### src/rtl/standby_pkg.sv
package standby_pkg;

  typedef enum logic [2:0] {
    ST_RUN,
    ST_SLEEP,
    ST_STAB,
    ST_FLOAT,
    ST_GRANT
  } pwrState_t;

  typedef struct packed {
    logic cntClear;
    logic cntStep;
  } cntCtl_t;

  localparam logic [1:0] STAT_RUN   = 2'd0;
  localparam logic [1:0] STAT_SLEEP = 2'd1;
  localparam logic [1:0] STAT_STAB  = 2'd2;
  localparam logic [1:0] STAT_BUS   = 2'd3;

endpackage

### src/rtl/stby_counter.sv
module stby_counter
  import standby_pkg::*;
#(
  parameter int STAB_COUNT = 131072
) (
  input  logic    clk,
  input  logic    rstN,
  input  cntCtl_t ctl,
  output logic    termHit
);

  localparam int CNT_W = $clog2(STAB_COUNT + 1);
  localparam logic [CNT_W-1:0] LAST = CNT_W'(STAB_COUNT - 1);

  logic [CNT_W-1:0] cnt;

  assign termHit = ctl.cntStep && (cnt == LAST);

  always_ff @(posedge clk or negedge rstN) begin
    if (!rstN) begin
      cnt <= '0;
    end else if (ctl.cntClear) begin
      cnt <= '0;
    end else if (ctl.cntStep && !termHit) begin
      cnt <= cnt + 1'b1;
    end
  end

  AST_CNT_BOUND: assert property (@(posedge clk) disable iff (!rstN)
    cnt <= LAST);

  AST_CNT_CLEARED: assert property (@(posedge clk) disable iff (!rstN)
    ctl.cntClear |=> (cnt == '0));

endmodule

### src/rtl/stby_fsm.sv
module stby_fsm
  import standby_pkg::*;
(
  input  logic       clk,
  input  logic       rstN,
  input  logic       stbyArm,
  input  logic       haltSel,
  input  logic       ioStopArm,
  input  logic       busExitEn,
  input  logic       sleepStrobe,
  input  logic       irqReq,
  input  logic       busReq,
  input  logic       termHit,
  output cntCtl_t    cntCtl,
  output logic       oscEn,
  output logic       clkEn,
  output logic       irqAck,
  output logic       busAck,
  output logic       addrDrvEn,
  output logic       ctlDrvEn,
  output logic       busHighDrive,
  output logic [1:0] status
);

  pwrState_t state, stateNext;
  logic srcBus, srcBusNext;
  logic ackNext, hiNext;
  logic sleepReq, srcHeld;

  assign sleepReq = sleepStrobe && stbyArm && !haltSel && ioStopArm;
  assign srcHeld  = srcBus ? busReq : irqReq;

  always_comb begin
    stateNext  = state;
    srcBusNext = srcBus;
    ackNext    = 1'b0;
    hiNext     = 1'b0;
    unique case (state)
      ST_RUN: begin
        if (sleepReq) stateNext = ST_SLEEP;
      end
      ST_SLEEP: begin
        if (irqReq) begin
          stateNext  = ST_STAB;
          srcBusNext = 1'b0;
        end else if (busReq && busExitEn) begin
          stateNext  = ST_STAB;
          srcBusNext = 1'b1;
        end
      end
      ST_STAB: begin
        if (!srcHeld) begin
          stateNext = ST_SLEEP;
        end else if (termHit) begin
          stateNext = srcBus ? ST_FLOAT : ST_RUN;
          ackNext   = !srcBus;
        end
      end
      ST_FLOAT: stateNext = ST_GRANT;
      ST_GRANT: begin
        if (!busReq) begin
          stateNext = ST_RUN;
          hiNext    = 1'b1;
        end
      end
      default: stateNext = ST_RUN;
    endcase
  end

  always_ff @(posedge clk or negedge rstN) begin
    if (!rstN) begin
      state        <= ST_RUN;
      srcBus       <= 1'b0;
      irqAck       <= 1'b0;
      busHighDrive <= 1'b0;
    end else begin
      state        <= stateNext;
      srcBus       <= srcBusNext;
      irqAck       <= ackNext;
      busHighDrive <= hiNext;
    end
  end

  always_comb begin
    cntCtl.cntStep  = (state == ST_STAB);
    cntCtl.cntClear = (state != ST_STAB);
    oscEn     = (state != ST_SLEEP);
    clkEn     = (state == ST_RUN) || (state == ST_FLOAT) || (state == ST_GRANT);
    busAck    = (state == ST_GRANT);
    addrDrvEn = !((state == ST_FLOAT) || (state == ST_GRANT));
    ctlDrvEn  = addrDrvEn;
    unique case (state)
      ST_RUN:   status = STAT_RUN;
      ST_SLEEP: status = STAT_SLEEP;
      ST_STAB:  status = STAT_STAB;
      default:  status = STAT_BUS;
    endcase
  end

  AST_SLEEP_GATED: assert property (@(posedge clk) disable iff (!rstN)
    (state == ST_SLEEP) |-> (!oscEn && !clkEn));

  AST_ACK_AFTER_COUNT: assert property (@(posedge clk) disable iff (!rstN)
    irqAck |-> $past(termHit));

  AST_ABORT_TO_SLEEP: assert property (@(posedge clk) disable iff (!rstN)
    (state == ST_STAB && !srcHeld) |=> (state == ST_SLEEP));

  AST_IGNORE_BUS: assert property (@(posedge clk) disable iff (!rstN)
    (state == ST_SLEEP && !irqReq && !busExitEn) |=> (state == ST_SLEEP));

  AST_FLOAT_FIRST: assert property (@(posedge clk) disable iff (!rstN)
    (busAck && !$past(busAck)) |-> ($past(!addrDrvEn) && !addrDrvEn));

  AST_RELEASE_PULSE: assert property (@(posedge clk) disable iff (!rstN)
    busHighDrive |-> (!busAck && addrDrvEn && $past(busAck)));

endmodule

### src/rtl/standby_ctl.sv
module standby_ctl
  import standby_pkg::*;
#(
  parameter int STAB_COUNT = 131072
) (
  input  logic       clk,
  input  logic       rstN,
  input  logic       stbyArm,
  input  logic       haltSel,
  input  logic       ioStopArm,
  input  logic       busExitEn,
  input  logic       sleepStrobe,
  input  logic       irqReq,
  input  logic       busReq,
  output logic       oscEn,
  output logic       clkEn,
  output logic       irqAck,
  output logic       busAck,
  output logic       addrDrvEn,
  output logic       ctlDrvEn,
  output logic       busHighDrive,
  output logic [1:0] status
);

  cntCtl_t cntCtl;
  logic    termHit;

  stby_fsm u_fsm (
    .clk(clk), .rstN(rstN),
    .stbyArm(stbyArm), .haltSel(haltSel), .ioStopArm(ioStopArm),
    .busExitEn(busExitEn), .sleepStrobe(sleepStrobe),
    .irqReq(irqReq), .busReq(busReq), .termHit(termHit),
    .cntCtl(cntCtl), .oscEn(oscEn), .clkEn(clkEn), .irqAck(irqAck),
    .busAck(busAck), .addrDrvEn(addrDrvEn), .ctlDrvEn(ctlDrvEn),
    .busHighDrive(busHighDrive), .status(status)
  );

  stby_counter #(.STAB_COUNT(STAB_COUNT)) u_cnt (
    .clk(clk), .rstN(rstN), .ctl(cntCtl), .termHit(termHit)
  );

endmodule

### config.mk
export PLATFORM = sky130hd
export DESIGN_NAME = standby_ctl
export DESIGN_NICKNAME = d
export VERILOG_FILES = /design/src/rtl/standby_pkg.sv /design/src/rtl/stby_counter.sv /design/src/rtl/stby_fsm.sv /design/src/rtl/standby_ctl.sv
export SDC_FILE = /design/constraint.sdc
export NUM_CORES = 1
export LEC_CHECK = 0
export ABC_AREA = 1
export BUFFER_PORTS_ARGS = -buffer_cell sky130_fd_sc_hd__buf_2
export CORE_MARGIN = 4
export CORE_UTILIZATION = 30
export CTS_CLUSTER_SIZE = 20
export DETAILED_ROUTE_END_ITERATION = 16
export GPL_TIMING_DRIVEN = 0
export HOLD_SLACK_MARGIN = 0.1
export MAX_ROUTING_LAYER = met4
export SETUP_SLACK_MARGIN = 0.5
export SYNTH_ARGS = -nofsm -noshare
export SYNTH_HDL_FRONTEND = slang
export SYNTH_HIERARCHICAL = 1
export SYNTH_SLANG_ARGS = --single-unit
export TNS_END_PERCENT = 100
### constraint.sdc
create_clock -name clk -period 1.9 [get_ports clk]
set_clock_uncertainty 0.05 [all_clocks]
set_input_delay 0.285 -clock clk [delete_from_list [all_inputs] [get_ports clk]]
set_output_delay 0.285 -clock clk [all_outputs]
set_load 0.02 [all_outputs]
==> metrics.md, run 1 <==
| Metric | Value |
|---|---|
| Outcome | `finished clean` |
| Post-synth ARST share | `between 90% and 100%` |
| Fin. Hold Viols | `0` |
| Die Wd | `80.46 µm` |
| Vias in the first global route | `1581` |
| Synth Cell Area | `0.001575 mm²` |
| Post-synthesis sequential area ratio | `between 30% and 40%` |
| Crit path DAT | `between 1500 and 2000 ps` |
| I/O Buffers | `17` |
| Worst Tran Pin Value | `~540 ps` |
| Largest net degree at the start of global routing | `25` |
| R2R depth | `11` |
| Post-synth top area cell | `dfrtp_1` |
| Rel. slew slack | `a little under two thirds` |
| DRT Wirelength | `approximately 4400 µm` |
| Clk slew on worst S/H paths | `around 90 ps` |
| Max Transition Viols Final | `0` |
| Combinational Power Share | `58.3%` |
| Largest cells by area after synthesis | `dfrtp_1, nand2_1, nor2_1` |
| FILL cells | `between 400 and 500` |
| Mapped Cells | `around 230` |
| Die Ht | `~80 µm` |
| CP required | `just over 2000 ps` |
| Fin crit period | `about 1700 ps` |
| Clk root buf | `clkbuf_8` |
| Final hold slack | `between 150 and 200 ps` |
| Startpoint types | `flop` |
| Number of diodes | `0` |
| First-pass GRT wire length | `just over 7000 µm` |
| Critical Path End Type | `flop` |
| Count leader, synth | `nand2_1` |
| Design Power | `around 2.2 mW` |
| Cell Rows | `26` |
| Num ports | `18` |
| Synth Flop Type | `dfrtp_1` |
| Via density | `4.630` |
| Internal Dissipation | `1.306 mW` |
| DR DRC count | `0` |
| Initial DRT Pass Iterations | `4` |
| Reg2reg start | `u_cnt/cnt[0]$_DFFE_PN0P_` |
| Final Net Count | `about 300` |
| Fmax | `between 500 and 600 MHz` |
| Core Region | `0.005107 mm²` |
| Inserted Clock Buffers | `3` |
| Antenna violations before repair | `0` |
| Synth unique cells | `24` |
| CTS tree | `built` |
| Hold depth | `2` |
| Die area | `~0.0065 mm²` |
| WL/cell | `12.56 µm` |
| VDD IR max | `399.5 µV` |
| DRT iter0 DRCs | `70` |
| Worst hold path endpoint | `u_fsm/srcBus$_DFFE_PN0P_` |
| Sw Ratio | `between 30% and 40%` |
| Setup slack, reg-to-reg | `190 ps` |
| Syn-to-layout area delta | `47.02%` |
| Clk sinks | `24` |
| Synthesis-stage register bit count | `24` |
| GRT Total Usage | `approximately 14%` |
| Synth warn | `6` |
| CP max FO | `6` |
| Final HPWL DP | `about 2600 µm` |
| Post-synth EDFFs | `0` |
| Share of the synthesized area in the top cell type | `a little under two fifths` |
| H-tree Lvls | `1` |
| Synthesized area per cell | `approximately 7 µm²` |
| Hold Path Origin | `irqReq` |
| Clk pwr share | `between 10 and 15%` |
| Maxcap violations | `0` |
| NetSw | `approximately 0.86 mW` |
| Sequential share of power | `approximately 27%` |
| Unrepaired setup endpoints after global routing | `true` |
| Grt total ovfl | `0` |
| Post-route ant nets | `0` |
| Min-delay worst type | `input pin to flop` |
| Post-synth top cells | `nand2_1, nor2_1, dfrtp_1, inv_1, nand3_1` |
| Synthesized Nets | `between 200 and 250` |
| Final setup violating endpoints | `0` |
| Power density of the placed cells | `about 940 mW/mm²` |
| Setup TNS Final | `0 ps` |
| Worst setup path class | `flop to flop` |
| Via count | `1625` |
| Final RePlAce weighted congestion | `~0.83` |
| Share of cells above drive strength 1 | `around 42%` |
| Starting Density | `a little under a third` |
| P_leak | `approximately 1.1 nW` |
| Worst skew pair latency | `270 ps` |
| Worst R2R End | `u_cnt/cnt[4]$_DFFE_PN0P_` |
| CTS Buffer Depth | `2` |
| Fin crit share | `roughly nine tenths` |
==> what timing repair did <==
action                     CTS  global route
buffers inserted            20            11
pin swaps                   14            15
gates cloned                 1             0
setup endpoints to repair   28            28
gates resized for setup     40            28
hold buffers                 1             0
hold endpoints to repair    24             0
==> cells by family after synthesis <==
family	Yosys count	share of synthesized area (%)
simple gates	145	41.62
xor+xnor	4	2.224
buf+inv	32	8.340
fa+ha+maj	1	0.7942
flops	24	38.13
compound gates	22	8.896
==> cell usage in the layout, fill, tap and decap left out, types with 2 or more instances in the layout <==
cell	count
nand2_1	58
buf_2	10
o21ai_0	3
o21ai_2	8
xnor2_1	2
nand4_1	3
buf_4	24
inv_2	7
nand3_2	3
nand2_4	5
o21ai_1	2
inv_4	4
nor2_1	25
clkbuf_8	4
nand2_2	12
buf_6	16
nor2_2	9
xor2_1	2
dfrtp_1	23
nor2_4	7
nand3_1	14
nor3_1	4
a21oi_1	7
inv_1	17
==> worst max path at each step <==
stage                                 to                      from  cells after the start  slack [ps]
2_1_floorplan  u_cnt/cnt[10]$_DFFE_PN0P_  u_cnt/cnt[1]$_DFFE_PN0P_                     11         340
3_3_place_gp   u_cnt/cnt[11]$_DFFE_PN0P_  u_cnt/cnt[0]$_DFFE_PN0P_                      8          50
3_5_place_dp   u_cnt/cnt[11]$_DFFE_PN0P_  u_cnt/cnt[0]$_DFFE_PN0P_                      8          50
4_1_cts         u_cnt/cnt[7]$_DFFE_PN0P_  u_cnt/cnt[0]$_DFFE_PN0P_                     11         200
5_1_grt         u_cnt/cnt[7]$_DFFE_PN0P_  u_cnt/cnt[0]$_DFFE_PN0P_                     11          80
6_report        u_cnt/cnt[4]$_DFFE_PN0P_  u_cnt/cnt[0]$_DFFE_PN0P_                     11         190
==> power by group through the flow <==
stage                     Sequential [mW]  Combinational, mW  Clock (mW)
after detailed placement            0.597              0.712           0
after global placement              0.598              0.703           0
after global routing                0.601               1.36       0.334
after floorplan                     0.596              0.524           0
after CTS                           0.593               1.04       0.315
final                               0.595               1.26       0.310
==> sequential cells by signal, summed over array words and instances (netlist names) <==
| register | count |
|---|---|
| u_cnt/cnt | 18 |
| u_fsm/state | 3 |
| u_fsm/busHighDrive | 1 |
| u_fsm/irqAck | 1 |
| u_fsm/srcBus | 1 |
==> final cells by class <==
| type | instances | area, µm² | share of cell area [%] |
|---|---|---|---|
| sequential | 24 | 601.8 | 25.99 |
| tap | 70 | 87.58 | 3.782 |
| multi-input combinational | 172 | 993.5 | 42.90 |
| timing repair buffer | 50 | 429.2 | 18.53 |
| buffer | 4 | 47.55 | 2.053 |
| clock buffer | 3 | 41.29 | 1.783 |
| inverter | 28 | 115.1 | 4.970 |
==> through the flow <==
step	cell area, µm²	instances	setup WS (ps)	util (%)
floorplan	1614	228	335.7	-
global placement	1787	315	53.59	34.98
detailed placement	1787	315	53.25	34.98
CTS	2147	340	201.2	42.04
global route	2316	351	84.68	45.35
finish	2316	351	186.6	45.35
==> per-layer routing <==
metal  routed length (µm)  vias to the layer above  global-route usage [%]  part of all wire, %
li1                     -                      822                       -                    -
met2                 2278                       35                   24.01                   52
met1                 1914                      759                   17.51                   43
met3                  133                        9                   1.794                  3.0
met5                    0                        -                       -                    0
met4                   84                        0                   4.730                  1.9
==> critical path, cell delays in order (launching register included) <==
cell,delay [ps]
dfrtp_1,390
ha_2,200
nand2_2,80
nor2_4,130
nand2_4,90
nor2_4,130
nand2_2,70
nand2_4,120
nand2_8,90
buf_8,150
nand2_2,50
nand2_1,50
No activity file was read; power rests on OpenSTA's default activity.
==> inputs of run 2 (changes only) <==
==> constraint.sdc (replaced) <==
create_clock -name clk -period 1.6 [get_ports clk]
set_clock_uncertainty 0.05 [all_clocks]
set_input_delay 0.24 -clock clk [delete_from_list [all_inputs] [get_ports clk]]
set_output_delay 0.24 -clock clk [all_outputs]
set_load 0.02 [all_outputs]
==> metrics.md, run 2 (same netlist as run 1, synthesis figures left out) <==
| Metric | Value |
|---|---|
| Outcome | `complete, but fails checks` |
| Failing checks | `setup timing` |
| Number of diodes | `0` |
| Slowest-stage cell, CP | `dfrtp_1` |
| Vias in the first global route | `around 1600` |
| Fin. Hold Viols | `0` |
| Via density | `around 4.6` |
| CP bufs+invs | `1` |
| Core Region | `0.005107 mm²` |
| Hold depth | `2` |
| CP required | `1710 ps` |
| Die area | `between 0.006 and 0.007 mm²` |
| Number of flip-flops in the largest register | `18` |
| Clk slew on worst S/H paths | `80 ps` |
| Critical Path End Type | `flop` |
| Setup slack after layout | `-136.5 ps` |
| DRT Wirelength | `4433 µm` |
| GRT Total Usage | `14.60%` |
| DR DRC count | `0` |
| Startpoint types | `flop` |
| Setup slack, reg-to-reg | `-140 ps` |
| Critical path's top delay family | `simple AND/OR/NAND/NOR gates` |
| P_leak | `around 1.1 nW` |
| CTS Buffer Depth | `2` |
| Fin cells | `354` |
| Die Ht | `just over 80 µm` |
| Rel. slew slack | `~61%` |
| Post-route ant nets | `0` |
| Initial DRT Pass Iterations | `4` |
| Commonest non-fill, non-tap cell in the layout | `nand2_1` |
| I/O Buffers | `17` |
| Largest net degree at the start of global routing | `25` |
| Inserted Clock Buffers | `3` |
| Final HPWL DP | `between 2000 and 3000 µm` |
| Fmax | `575.9 MHz` |
| Grt total ovfl | `0` |
| Crit path cell chain | `nand2_1, nor2_1, nand2_1, nor2_4, nand2_2, nand2_4, nand2_8, buf_8, nand2_2, nand2_1` |
| Die Wd | `between 80 and 90 µm` |
| Post-route cell area | `0.002425 mm²` |
| CTS tree | `built` |
| Final core utilization | `about 47%` |
| Syn-to-layout area delta | `53.93%` |
| Antenna violations before repair | `0` |
| VDD IR max | `between 1000 and 1500 µV` |
| Unrepaired setup endpoints after global routing | `true` |
| Top reg by flops | `u_cnt/cnt` |
| Cell Rows | `26` |
| Slowest Stage Delay on Critical Path | `400 ps` |
| Via count | `approximately 1600` |
| Worst hold path endpoint | `u_fsm/srcBus$_DFFE_PN0P_` |
| R2R depth | `10` |
| Worst Tran Pin Value | `a little under 600 ps` |
| First-pass GRT wire length | `7300 µm` |
| Crit path DAT | `1850 ps` |
| Commonest non-fill, non-tap cells in the layout | `nand2_1, buf_6, nor2_1, dfrtp_1, buf_4` |
| Starting Density | `30.84%` |
| Fin crit share | `108.5%` |
| Cells after DPL | `approximately 320` |
| Clk sinks | `24` |
| Pre-CTS setup slack | `-222.2 ps` |
| Final Net Count | `around 300` |
| Power density of the placed cells | `around 1100 mW/mm²` |
| H-tree Lvls | `1` |
| Share of cells above drive strength 1 | `about 44%` |
| Worst skew pair latency | `~270 ps` |
| Setup TNS Final | `-1993 ps` |
| CP max FO | `7` |
| Num ports | `18` |
| Worst R2R End | `u_cnt/cnt[2]$_DFFE_PN0P_` |
| DRT iter0 DRCs | `90` |
| Maxcap violations | `0` |
| Largest registers | `u_cnt/cnt x18, u_fsm/state x3` |
| Final setup violating endpoints | `20` |
| Min-delay worst type | `input pin to flop` |
| Max Transition Viols Final | `0` |
| Reg2reg start | `u_cnt/cnt[12]$_DFFE_PN0P_` |
| Fin crit period | `roughly 1700 ps` |
| Placed cell area | `around 0.0018 mm²` |
| Hold Path Origin | `irqReq` |
| Worst setup path class | `flop to flop` |
| Final RePlAce weighted congestion | `a little over 0.8` |
| Clk root buf | `clkbuf_8` |
| CP most frequent cell | `nand2_1` |
| WL/cell | `about 13 µm` |
run 2: per-stage QoR:
stage	power [mW]	hold WS [ps]
finish	2.687	111.8
global route	2.857	111.6
CTS	2.438	104.6
detailed placement	1.559	232.9
global placement	1.560	224.3
floorplan	1.344	-105.6
run 2: per-layer routing:
metal | vias up | wire (µm) | track usage [%]
met2 | 35 | 2209 | 25.41
li1 | 827 | - | -
met3 | 4 | 169 | 2.915
met1 | 761 | 2010 | 17.89
met4 | 0 | 44 | 2.027
met5 | - | 0 | -
run 2: cell type report:
type | count | area (µm²)
fillers | 500 | 2683
multi-input cells | 172 | 1026
flip-flops and latches | 24 | 604.3
repair buffers | 53 | 493.0
inverters | 28 | 117.6
well taps | 70 | 87.58
plain buffers | 4 | 55.05
clock buffers | 3 | 41.29
run 2: repair_timing:
action / 4_1_cts / 5_1_grt
buffers inserted: 23 / 11
setup endpoints to repair: 30 / 32
resized for setup: 56 / 32
hold endpoints to repair: 24 / 0
gates cloned: 1 / 0
pin swaps: 18 / 14
hold buffers: 1 / 0
run 2: how the worst max path moves through the flow:
stage	endpoint	start	slack, ps	cells past startpoint
global route	u_cnt/cnt[4]$_DFFE_PN0P_	u_cnt/cnt[12]$_DFFE_PN0P_	-230	10
floorplan	u_cnt/cnt[10]$_DFFE_PN0P_	u_cnt/cnt[1]$_DFFE_PN0P_	40	11
CTS	u_cnt/cnt[4]$_DFFE_PN0P_	u_cnt/cnt[0]$_DFFE_PN0P_	-90	11
finish	u_cnt/cnt[2]$_DFFE_PN0P_	u_cnt/cnt[12]$_DFFE_PN0P_	-140	10
detailed placement	u_cnt/cnt[11]$_DFFE_PN0P_	u_cnt/cnt[1]$_DFFE_PN0P_	-220	8
global placement	u_cnt/cnt[0]$_DFFE_PN0P_	u_cnt/cnt[0]$_DFFE_PN0P_	-230	8
run 2: power breakdown:
| part | total, mW | switching (mW) | internal, mW | leakage (nW) |
|---|---|---|---|---|
| Combinational | 1.61 | 0.805 | 0.805 | 0.770 |
| Sequential | 0.708 | 0.0561 | 0.652 | 0.325 |
| Clock | 0.369 | 0.200 | 0.169 | 0.0216 |
| Total | 2.69 | 1.06 | 1.63 | 1.12 |
